$ cat src/rtl/coh_pkg.sv
package coh_pkg;
  typedef enum logic [1:0] {
    DIR_I = 2'd0,
    DIR_S = 2'd1,
    DIR_M = 2'd2
  } dirState_t;

  typedef struct packed {
    logic accept;
    logic popRsp;
    logic popFwd;
  } dirStrobes_t;
endpackage

$ cat src/rtl/coh_dir_ctrl.sv
module coh_dir_ctrl
  import coh_pkg::*;
#(
  parameter int N_PORTS = 4,
  parameter int N_BLOCKS = 8,
  localparam int IDW = (N_PORTS > 1) ? $clog2(N_PORTS) : 1,
  localparam int BW = (N_BLOCKS > 1) ? $clog2(N_BLOCKS) : 1
) (
  input  logic [N_PORTS-1:0]    reqValid,
  input  logic [N_PORTS*BW-1:0] reqBlk,
  input  logic [N_PORTS-1:0]    needFwd,
  input  logic                  fwdBusy,
  input  logic [BW-1:0]         fwdBlk,
  input  logic                  rspFull,
  input  logic                  rspReady,
  input  logic                  fwdReady,
  output logic [N_PORTS-1:0]    reqReady,
  output logic [IDW-1:0]        winner,
  output dirStrobes_t           strobes
);
  logic [N_PORTS-1:0] eligible;
  logic anyEligible;

  for (genvar gp = 0; gp < N_PORTS; gp++) begin : g_elig
    logic sameBusyBlk;
    assign sameBusyBlk = fwdBusy && (reqBlk[gp*BW +: BW] == fwdBlk);
    assign eligible[gp] = reqValid[gp] && !rspFull && !sameBusyBlk &&
                          !(needFwd[gp] && fwdBusy);
  end

  always_comb begin
    winner = '0;
    for (int i = N_PORTS - 1; i >= 0; i--) begin
      if (eligible[i]) winner = IDW'(i);
    end
  end

  assign anyEligible = |eligible;

  always_comb begin
    reqReady = '0;
    if (anyEligible) reqReady[winner] = 1'b1;
  end

  assign strobes.accept = anyEligible;
  assign strobes.popRsp = rspFull && rspReady;
  assign strobes.popFwd = fwdBusy && fwdReady;
endmodule

$ cat src/rtl/coh_dir_datapath.sv
module coh_dir_datapath
  import coh_pkg::*;
#(
  parameter int N_PORTS = 4,
  parameter int N_BLOCKS = 8,
  localparam int IDW = (N_PORTS > 1) ? $clog2(N_PORTS) : 1,
  localparam int BW = (N_BLOCKS > 1) ? $clog2(N_BLOCKS) : 1
) (
  input  logic                  clk,
  input  logic                  rstN,
  input  dirStrobes_t           strobes,
  input  logic [IDW-1:0]        winner,
  input  logic [N_PORTS-1:0]    reqIsM,
  input  logic [N_PORTS*BW-1:0] reqBlk,
  output logic [N_PORTS-1:0]    needFwd,
  output logic                  fwdBusy,
  output logic                  rspFull,
  output logic                  rspValid,
  output logic [IDW-1:0]        rspDst,
  output logic                  rspIsM,
  output logic [IDW-1:0]        rspAcks,
  output logic [BW-1:0]         rspBlk,
  output logic                  fwdValid,
  output logic [IDW-1:0]        fwdDst,
  output logic                  fwdShare,
  output logic [IDW-1:0]        fwdReq,
  output logic [BW-1:0]         fwdBlk
);
  dirState_t          dirSt [N_BLOCKS];
  logic [N_PORTS-1:0] dirSh [N_BLOCKS];

  logic [N_PORTS-1:0] others [N_PORTS];
  logic [IDW-1:0]     ackCnt [N_PORTS];
  logic [N_PORTS-1:0] fwdMask;

  function automatic logic [IDW-1:0] countBits(input logic [N_PORTS-1:0] v);
    logic [IDW-1:0] c;
    c = '0;
    for (int i = 0; i < N_PORTS; i++) c = c + IDW'(v[i]);
    return c;
  endfunction

  for (genvar gp = 0; gp < N_PORTS; gp++) begin : g_look
    logic [BW-1:0] blkIdx;
    logic [N_PORTS-1:0] selfBit;
    assign blkIdx = reqBlk[gp*BW +: BW];
    assign selfBit = N_PORTS'(1) << gp;
    assign others[gp] = dirSh[blkIdx] & ~selfBit;
    assign needFwd[gp] = (|others[gp]) && (reqIsM[gp] || dirSt[blkIdx] == DIR_M);
    assign ackCnt[gp] = countBits(others[gp]);
  end

  logic [BW-1:0]      winBlk;
  logic               winIsM;
  logic               winNeedFwd;
  logic [N_PORTS-1:0] winSelf;
  logic [N_PORTS-1:0] winOthers;

  assign winBlk = reqBlk[winner*BW +: BW];
  assign winIsM = reqIsM[winner];
  assign winNeedFwd = needFwd[winner];
  assign winSelf = N_PORTS'(1) << winner;
  assign winOthers = others[winner];

  always_comb begin
    fwdDst = '0;
    for (int i = N_PORTS - 1; i >= 0; i--) begin
      if (fwdMask[i]) fwdDst = IDW'(i);
    end
  end

  assign fwdValid = |fwdMask;
  assign fwdBusy = fwdValid;
  assign rspFull = rspValid;

  always_ff @(posedge clk) begin
    if (!rstN) begin
      for (int b = 0; b < N_BLOCKS; b++) begin
        dirSt[b] <= DIR_I;
        dirSh[b] <= '0;
      end
      fwdMask  <= '0;
      fwdShare <= 1'b0;
      fwdReq   <= '0;
      fwdBlk   <= '0;
      rspValid <= 1'b0;
      rspDst   <= '0;
      rspIsM   <= 1'b0;
      rspAcks  <= '0;
      rspBlk   <= '0;
    end else begin
      if (strobes.popFwd) fwdMask <= fwdMask & ~(N_PORTS'(1) << fwdDst);
      if (strobes.popRsp) rspValid <= 1'b0;
      if (strobes.accept) begin
        if (winNeedFwd) begin
          fwdMask  <= winOthers;
          fwdShare <= !winIsM;
          fwdReq   <= winner;
          fwdBlk   <= winBlk;
        end
        if (winIsM || !winNeedFwd) begin
          rspValid <= 1'b1;
          rspDst   <= winner;
          rspIsM   <= winIsM;
          rspAcks  <= winIsM ? ackCnt[winner] : '0;
          rspBlk   <= winBlk;
        end
        if (winIsM) begin
          dirSt[winBlk] <= DIR_M;
          dirSh[winBlk] <= winSelf;
        end else begin
          dirSt[winBlk] <= DIR_S;
          dirSh[winBlk] <= dirSh[winBlk] | winSelf;
        end
      end
    end
  end
endmodule

$ cat src/rtl/coh_directory.sv
module coh_directory
  import coh_pkg::*;
#(
  parameter int N_PORTS = 4,
  parameter int N_BLOCKS = 8,
  localparam int IDW = (N_PORTS > 1) ? $clog2(N_PORTS) : 1,
  localparam int BW = (N_BLOCKS > 1) ? $clog2(N_BLOCKS) : 1
) (
  input  logic                  clk,
  input  logic                  rstN,
  input  logic [N_PORTS-1:0]    reqValid,
  output logic [N_PORTS-1:0]    reqReady,
  input  logic [N_PORTS-1:0]    reqIsM,
  input  logic [N_PORTS*BW-1:0] reqBlk,
  output logic                  rspValid,
  input  logic                  rspReady,
  output logic [IDW-1:0]        rspDst,
  output logic                  rspIsM,
  output logic [IDW-1:0]        rspAcks,
  output logic [BW-1:0]         rspBlk,
  output logic                  fwdValid,
  input  logic                  fwdReady,
  output logic [IDW-1:0]        fwdDst,
  output logic                  fwdShare,
  output logic [IDW-1:0]        fwdReq,
  output logic [BW-1:0]         fwdBlk
);
  dirStrobes_t        strobes;
  logic [IDW-1:0]     winner;
  logic [N_PORTS-1:0] needFwd;
  logic               fwdBusy;
  logic               rspFull;

  coh_dir_ctrl #(.N_PORTS(N_PORTS), .N_BLOCKS(N_BLOCKS)) u_ctrl (
    .reqValid(reqValid), .reqBlk(reqBlk), .needFwd(needFwd),
    .fwdBusy(fwdBusy), .fwdBlk(fwdBlk), .rspFull(rspFull),
    .rspReady(rspReady), .fwdReady(fwdReady), .reqReady(reqReady),
    .winner(winner), .strobes(strobes)
  );

  coh_dir_datapath #(.N_PORTS(N_PORTS), .N_BLOCKS(N_BLOCKS)) u_dp (
    .clk(clk), .rstN(rstN), .strobes(strobes), .winner(winner),
    .reqIsM(reqIsM), .reqBlk(reqBlk), .needFwd(needFwd),
    .fwdBusy(fwdBusy), .rspFull(rspFull), .rspValid(rspValid),
    .rspDst(rspDst), .rspIsM(rspIsM), .rspAcks(rspAcks), .rspBlk(rspBlk),
    .fwdValid(fwdValid), .fwdDst(fwdDst), .fwdShare(fwdShare),
    .fwdReq(fwdReq), .fwdBlk(fwdBlk)
  );
endmodule

$ cat config.mk
export PLATFORM = sky130hd
export DESIGN_NAME = coh_directory
export DESIGN_NICKNAME = d
export VERILOG_FILES = /design/src/rtl/coh_pkg.sv /design/src/rtl/coh_dir_ctrl.sv /design/src/rtl/coh_dir_datapath.sv /design/src/rtl/coh_directory.sv
export SDC_FILE = /design/constraint.sdc
export NUM_CORES = 1
export LEC_CHECK = 0
export BUFFER_PORTS_ARGS = -buffer_cell sky130_fd_sc_hd__buf_4
export CELL_PAD_IN_SITES_DETAIL_PLACEMENT = 0
export CELL_PAD_IN_SITES_GLOBAL_PLACEMENT = 1
export CORE_MARGIN = 3
export CORE_UTILIZATION = 45
export CTS_BUF_LIST = sky130_fd_sc_hd__clkbuf_4 sky130_fd_sc_hd__clkbuf_8
export DETAILED_ROUTE_END_ITERATION = 16
export PLACE_DENSITY = 0.88
export SLEW_MARGIN = 40
export SYNTH_ARGS = -nofsm -noshare
export SYNTH_HDL_FRONTEND = slang
export SYNTH_HIERARCHICAL = 1
export SYNTH_SLANG_ARGS = --single-unit
$ cat constraint.sdc
create_clock -name clk -period 3.91 [get_ports clk]
set_clock_uncertainty 0.15 [all_clocks]
set_input_delay 0 -clock clk [delete_from_list [all_inputs] [get_ports clk]]
set_output_delay 0 -clock clk [all_outputs]
set_load 0.1 [all_outputs]
==> results of run 1 <==
## area by class of cell
class / count / area (sq um)
sequential: 67 / 1826
clock inverter: 7 / 51.30
tap: 136 / 170.2
clock buffer: 9 / 123.9
multi-input combinational: 329 / 3059
timing repair buffer: 149 / 1184
inverter: 11 / 41.29
fill: 794 / 3915
## path summary, 6_finish.rpt
| check | from | slack [ps] | endpoint |
|---|---|---|---|
| setup / recovery | u_dp/dirSh[1][2] | -440 | u_dp/dirSh[2][1] |
| hold / removal | rstN | 20 | u_dp/fwdReq[1] |
| setup reg to reg | u_dp/dirSh[1][2] | -440 | u_dp/dirSh[2][1] |
| hold reg to reg | u_dp/rspBlk[2] | 310 | u_dp/rspBlk[2] |
## cell usage after synthesis (2+ instances only)
library cell  count  share of area, %
a21oi_1          14               1.4
a31oi_1           4              0.52
and2_1           14               1.8
and3_1            2              0.26
buf_2             8              0.83
buf_4             4              0.62
buf_6             4              0.93
clkbuf_1         15               1.2
dfxtp_1          19               7.9
edfxtp_1         48                30
fa_1              4               1.7
inv_1            11              0.85
mux2_2           11               2.6
mux2i_1          36               7.5
mux4_2           33                15
nand2_1          46               3.6
nand2b_1         10               1.3
nand3_1           7              0.72
nand3b_1          3              0.47
nand4bb_1         3              0.70
nor2_1           36               2.8
nor2b_1          22               2.8
nor3_4            4               1.3
o211ai_1          6              0.93
o21a_1            2              0.31
o21ai_0           6              0.62
o21ai_1           9              0.93
o221ai_1          3              0.54
o221ai_2          2              0.62
o22ai_1          16               2.1
or2_1             7              0.91
or3b_1            3              0.54
xnor2_1           9               1.6
xor2_1            3              0.54
## critical path, delay by kind of cell, from the launching register on
family                 cells  cell delay [ps]
and+or+nand+nor            4              570
AOI/OAI and AO/OA          5             1020
muxes                      4             1690
DFF                        1              490
buffers and inverters      1              190
## through the flow
step                hold WS [ps]  cell area [sq um]  instances  util, %  setup WS [ps]
CTS                        3.028               6304        702    60.79         -237.4
detailed placement         284.1               5884        673    56.74         -337.6
global placement           274.2               5884        673    56.74         -284.9
floorplan                  94.57               4928        439        -         -78.44
finish                     17.20               6455        708    62.25         -440.0
global route               45.21               6455        708    62.25         -566.8
## power by group through the flow
stage | Combinational [mW] | Sequential, mW | Clock (mW)
6_report | 3.73 | 1.12 | 0.530
5_1_grt | 3.88 | 1.14 | 0.561
4_1_cts | 3.48 | 1.11 | 0.532
3_5_place_dp | 3.27 | 1.13 | 0
3_3_place_gp | 3.24 | 1.11 | 0
2_1_floorplan | 1.95 | 1.43 | 0
## cells by family (layout without fill, tap and decap cells)
| family | count (synthesis) | in the layout |
|---|---|---|
| buffers and inverters | 43 | 176 |
| flip-flops | 67 | 67 |
| AO/OA/AOI/OAI | 69 | 69 |
| adder cells (fa/ha/maj) | 4 | 4 |
| multiplexers | 81 | 81 |
| XOR/XNOR | 12 | 12 |
| AND/OR/NAND/NOR | 163 | 163 |
## flip-flops by register name (all words and copies together) (netlist names)
| register | count |
|---|---|
| u_dp/dirSh | 32 |
| u_dp/dirSt | 16 |
| u_dp/fwdMask | 4 |
| u_dp/fwdBlk | 3 |
| u_dp/rspBlk | 3 |
| u_dp/fwdReq | 2 |
| u_dp/rspAcks | 2 |
| u_dp/rspDst | 2 |
| u_dp/fwdShare | 1 |
| u_dp/rspFull | 1 |
| u_dp/rspIsM | 1 |
## metal layers
layer  track usage (%)  up-vias
met3             5.696       83
met1             32.39     2206
met2             41.98      299
met5                 0        -
li1                  -     1893
met4             13.98        0
## what timing repair did
item | CTS | global route
cloned | 1 | 0
setup buffers | 10 | 6
hold endpoints to repair | 3 | 0
setup endpoints to repair | 96 | 114
pin swaps | 8 | 20
gates resized for setup | 32 | 24
hold buffers | 2 | 0
## cells in the final DEF, fill, tap and decap left out, types with 4 or more instances in the layout
cell type	Yosys	final
mux2i_2	0	4
nand2b_1	10	8
o22ai_1	16	11
inv_1	11	10
nand3_1	7	6
mux2_4	1	4
o21ai_1	9	6
nand2_4	0	4
and2_1	14	13
o21ai_2	0	4
mux4_2	33	33
o22ai_2	0	5
buf_4	4	137
nor2b_1	22	20
dfxtp_1	19	16
edfxtp_1	48	48
clkbuf_8	0	9
nand2_1	46	39
or2_4	0	6
fa_1	4	4
o211ai_1	6	6
buf_6	4	8
xnor2_1	9	9
a21oi_1	14	13
nor2_1	36	32
mux2_2	11	8
nor3_4	4	4
a31oi_1	4	4
mux2i_1	36	30
o221ai_2	2	4
o21ai_0	6	5
==> results by group, run 1 <==
Timing
  • F_max: 0.2299 GHz
  • Relative slew slack: 45.91%
  • Crit share post-route: 111.3%
  • Setup WS post-layout: -440.0 ps
  • Max Slew Vio Count: 0
  • Final hold viol count: 0
  • Setup Viol. Count Final: 113
  • Total Neg Setup Slack: -34,210 ps
  • Tightest Pin Transition: 790.9 ps
  • Min Tclk post-route: 4350 ps
  • RSZ-0062 raised after global routing: true

Synth
  • Dominant synthesized flop cell: edfxtp_1
  • Syn nets: 467
  • Post-synthesis sequential area ratio: 37.68%
  • Post-Synthesis Cells: 439
  • Main combinational cell family by area after synthesis: multiplexers
  • Synth Area in Compound Gates: 10.02%
  • Synth Area in XOR/XNOR: 2.174%
  • Syn Area/Cell: 11.01 sq um
  • Synthesized area: 4835 sq um
  • Flops & latches, synth: 67
  • Yosys warnings: 6
  • Simple-gate share of the synthesized area: 18.30%
  • Post-synthesis mux area share: 25.70%
  • Number of distinct library cells after synthesis: 49
  • Synth async-reset ratio: 0%
  • Post-synth EDFFs: 48
  • Adder-Cell Fraction of Synth Area: 1.656%

Placed design
  • IO Port Bufs: 45
  • DPL Wire Length: 11.33 mm
  • GP Congestion: 1.003

Status
  • Outcome: complete, but fails checks
  • Failing checks: setup timing

Critical path
  • Kind of critical path: register to register
  • Critical path's slowest cell: mux4_2
  • Crit end category: register
  • CP max stage delay: 660 ps
  • Worst EP arrival: 4330 ps
  • Critical Path Fanout Max: 8
  • CP Cell Sequence: mux4_2 > mux2_4 > nor3_4 > nor2_2 > a2111oi_4 > nand2_2 > a21boi_4 > mux4_2 > buf_6 > mux2i_2 > o22ai_2 > o21ai_1 > o21ai_2 > and2_4
  • Worst R2R Path Depth: 14
  • Critical path's most frequent cell: mux4_2
  • Crit start category: register
  • Req. time, crit path: 3890 ps

Global route
  • Total grt overflow: 0
  • Wire length of the first global-routing pass: 22.83 mm
  • Largest net degree at the start of global routing: 40
  • Initial antenna violation count: 0
  • Vias in the first global route: 4,128
  • GR Util All Layers: 25.93%

CTS
  • Clk_lat worst skew: 370 ps
  • Htree depth: 3
  • Clk buf depth: 2
  • CTS Buf Count: 9
  • Clock transition at the registers of the reported paths: 80 ps
  • CTS Root Cell: clkbuf_8
  • CTS sink cnt: 67
  • CTS tree: done

Pwr
  • Cell Pwr Density: 834.2 nW/um^2
  • P_int: 2.693 mW
  • Max VDD drop: 0.0008336 V
  • NetSw: 2.691 mW
  • Combinational power share: 69.3%
  • Sequential power share: 20.9%
  • Final Total Pwr: 5.384 mW
  • Sw frac: 49.98%
  • Static leakage: 2.553 nW
  • Clk pwr share: 9.8%

Hold path
  • Hold path depth: 2
  • Worst Hold Class: input port to register

Drt
  • ANT nets after route: 0
  • Routed met1 length: 5.991 mm
  • Routed wl met3: 1.537 mm
  • Via Count: 4,481
  • DR vias/cell: 6.329
  • Drc violations: 0
  • Max Used Layer: met4
  • Wire length per cell: 23.33 um
  • DR pass1 iterations: 5
  • Initial DRC count: 521
  • Met2 wire len: 7.953 mm
  • Routed wire length: 16.52 mm

Floorplan
  • Core Area: 10,370 sq um
  • Num ports: 46
  • DIE AREA: 12,020 sq um
  • Starting Density: 46.62%
  • Die W: 109.7 um
  • Chip height: 109.7 um
  • Row cnt: 37

Run
  • Max-Cap Viols: 0

Final layout
  • Ant. Diodes: 0
  • Share of cells above drive strength 1: 46.33%
  • Area growth from synthesis to layout: 33.51%
  • Final nets: 595
No activity file was read; power rests on OpenSTA's default activity.
==> run 2: changes to the inputs <==
--- a/config.mk
+++ b/config.mk
@@ -8,11 +8,11 @@
 export BUFFER_PORTS_ARGS = -buffer_cell sky130_fd_sc_hd__buf_4
 export CELL_PAD_IN_SITES_DETAIL_PLACEMENT = 0
 export CELL_PAD_IN_SITES_GLOBAL_PLACEMENT = 1
-export CORE_MARGIN = 3
-export CORE_UTILIZATION = 45
+export CORE_MARGIN = 8
+export CORE_UTILIZATION = 25
 export CTS_BUF_LIST = sky130_fd_sc_hd__clkbuf_4 sky130_fd_sc_hd__clkbuf_8
 export DETAILED_ROUTE_END_ITERATION = 16
-export PLACE_DENSITY = 0.88
+export PLACE_DENSITY = 0.58
 export SLEW_MARGIN = 40
 export SYNTH_ARGS = -nofsm -noshare
 export SYNTH_HDL_FRONTEND = slang
==> results by group, run 2 (synthesis results as in run 1) <==
Status
  • Outcome: complete, but fails checks
  • Failing checks: setup timing

Timing
  • F_max: 0.2341 GHz (+1.8%)
  • Crit share post-route: 109.3% (-2.0 points)
  • Relative slew slack: 56.09% (+10 points)
  • Setup WS post-layout: -362.2 ps (+77.89 ps)
  • Tightest Pin Transition: 658.7 ps (-132.2 ps)
  • Fin Hold WS: 44.38 ps (+27.18 ps)
  • Min Tclk post-route: 4272 ps (-77.89 ps)
  • Setup Viol. Count Final: 99 (-12%)
  • Final hold viol count: 0 (unchanged)
  • Total Neg Setup Slack: -25,420 ps (+8786 ps)
  • Max Slew Vio Count: 0 (unchanged)
  • RSZ-0062 raised after global routing: true

Final layout
  • Top flop regs: u_dp/dirSh x32, u_dp/dirSt x16, u_dp/fwdMask x4
  • Core Util, Final: 35.25% (-27 points)
  • Share of cells above drive strength 1: 47.55% (+1.2 points)
  • Final nets: 614 (+3.2%)
  • Area growth from synthesis to layout: 40.06%
  • Most common cell after layout, fill and taps aside: buf_4
  • Highest-count cells in the layout ignoring fill and taps: buf_4 (150), edfxtp_1 (48), nand2_1 (36), mux4_2 (33), mux2i_1 (33)
  • Max reg flops: 32 (unchanged)
  • Ant. Diodes: 0 (unchanged)
  • Fin cells: 856 (+21%)
  • Top reg by flops: u_dp/dirSh

CTS
  • CTS tree: done
  • Clock transition at the registers of the reported paths: 80 ps (about the same)
  • Htree depth: 3 (unchanged)
  • Clk_lat worst skew: 370 ps (about the same)
  • CTS Root Cell: clkbuf_8
  • CTS Buf Count: 9 (unchanged)
  • CTS sink cnt: 67 (unchanged)
  • Clk buf depth: 2 (unchanged)

Critical path
  • Kind of critical path: register to register
  • Worst path top cell family by delay: multiplexers
  • Worst EP arrival: 4240 ps (-90 ps)
  • CP max stage delay: 650 ps (about the same)
  • Req. time, crit path: 3880 ps (about the same)
  • Critical path buffers and inverters: 2 (+1)
  • Critical path's slowest cell: mux4_2
  • Crit start category: register
  • CP Cell Sequence: buf_4 > mux4_2 > mux2_4 > nor3_4 > nor2_1 > a31oi_1 > o21ai_1 > a21boi_4 > mux4_2 > buf_12 > mux2i_2 > o22ai_1 > o21ai_1 > o21ai_2 > nor2b_1
  • Critical Path Fanout Max: 8 (unchanged)
  • Crit end category: register

Global route
  • Largest net degree at the start of global routing: 40 (unchanged)
  • Wire length of the first global-routing pass: 26.16 mm (+15%)
  • Initial antenna violation count: 0 (unchanged)
  • Vias in the first global route: 4,349 (+5.4%)
  • Total grt overflow: 0 (unchanged)
  • GR Util All Layers: 14.68% (-11 points)

Hold path
  • Worst Hold Class: input port to register

Drt
  • ANT nets after route: 0 (unchanged)
  • Wire length per cell: 20.85 um (-11%)
  • DR pass1 iterations: 7 (+2)
  • Drc violations: 0 (unchanged)
  • Routed wire length: 17.85 mm (+8.0%)
  • Via Count: 4,318 (-3.6%)
  • Initial DRC count: 275 (-47%)
  • DR vias/cell: 5.044 (-20%)

Floorplan
  • Core Area: 19,210 sq um (+85%)
  • Die W: 155.1 um (+41%)
  • Starting Density: 25.17% (-21 points)
  • DIE AREA: 24,050 sq um (+100%)
  • Chip height: 155.1 um (+41%)
  • Row cnt: 51 (+38%)
  • Num ports: 46 (unchanged)

Run
  • Max-Cap Viols: 0 (unchanged)

Placed design
  • Placed cell count: 808 (+20%)
  • DPL Wire Length: 13.64 mm (+20%)
  • IO Port Bufs: 45 (unchanged)
  • GP Congestion: 0.8950 (-11%)

Pwr
  • Static leakage: 2.669 nW (+4.6%)
  • Cell Pwr Density: 801.9 nW/um^2 (-3.9%)
  • Max VDD drop: 0.0002859 V (-66%)
-- run 2: tightest hold or removal path, cell delays in order --
cell,delay (ps)
buf_4,310
nand2_1,130
mux2i_1,50
-- run 2: worst paths after layout --
kind	start	end	slack, ps	depth (start not counted)
hold / removal	rstN	u_dp/fwdMask[2]	40	3
setup / recovery	u_dp/dirSh[1][2]	u_dp/dirSh[5][1]	-360	15
setup reg to reg	u_dp/dirSh[1][2]	u_dp/dirSh[5][1]	-360	15
hold reg to reg	u_dp/rspBlk[0]	u_dp/rspBlk[0]	310	2
-- run 2: per-stage QoR --
stage	power, mW	area, sq um	setup slack (ps)
CTS	5.223	6551	-357.7
global route	5.668	6771	-560.5
global placement	4.505	6103	-376.1
floorplan	3.386	4928	-78.44
finish	5.430	6771	-362.2
detailed placement	4.526	6103	-422.0
-- run 2: cell type report --
type,instances,area (sq um)
sequential,67,1826
timing repair buffer,168,1344
clock inverter,7,45.04
inverter,11,41.29
clock buffer,9,123.9
tap,265,331.6
multi-input combinational,329,3060
fill,1915,12440
-- run 2: timing repair --
| item | CTS | global route |
|---|---|---|
| resized for setup | 33 | 33 |
| pin swaps | 20 | 18 |
| hold buffers | 2 | 0 |
| hold endpoints to repair | 4 | 0 |
| endpoints found under the setup margin | 102 | 114 |
| setup buffers | 19 | 12 |
-- run 2: metal layers --
layer | vias up | track usage (%) | share of wire (%)
li1 | 1934 | - | -
met1 | 2159 | 17.74 | 40
met2 | 178 | 24.03 | 48
met3 | 47 | 2.413 | 6.6
met4 | 0 | 9.286 | 4.7
met5 | - | 0 | 0
-- run 2: power breakdown --
group	switching (mW)	total [mW]	internal [mW]
Combinational	2.28	3.81	1.53
Clock	0.284	0.510	0.226
Sequential	0.148	1.11	0.966
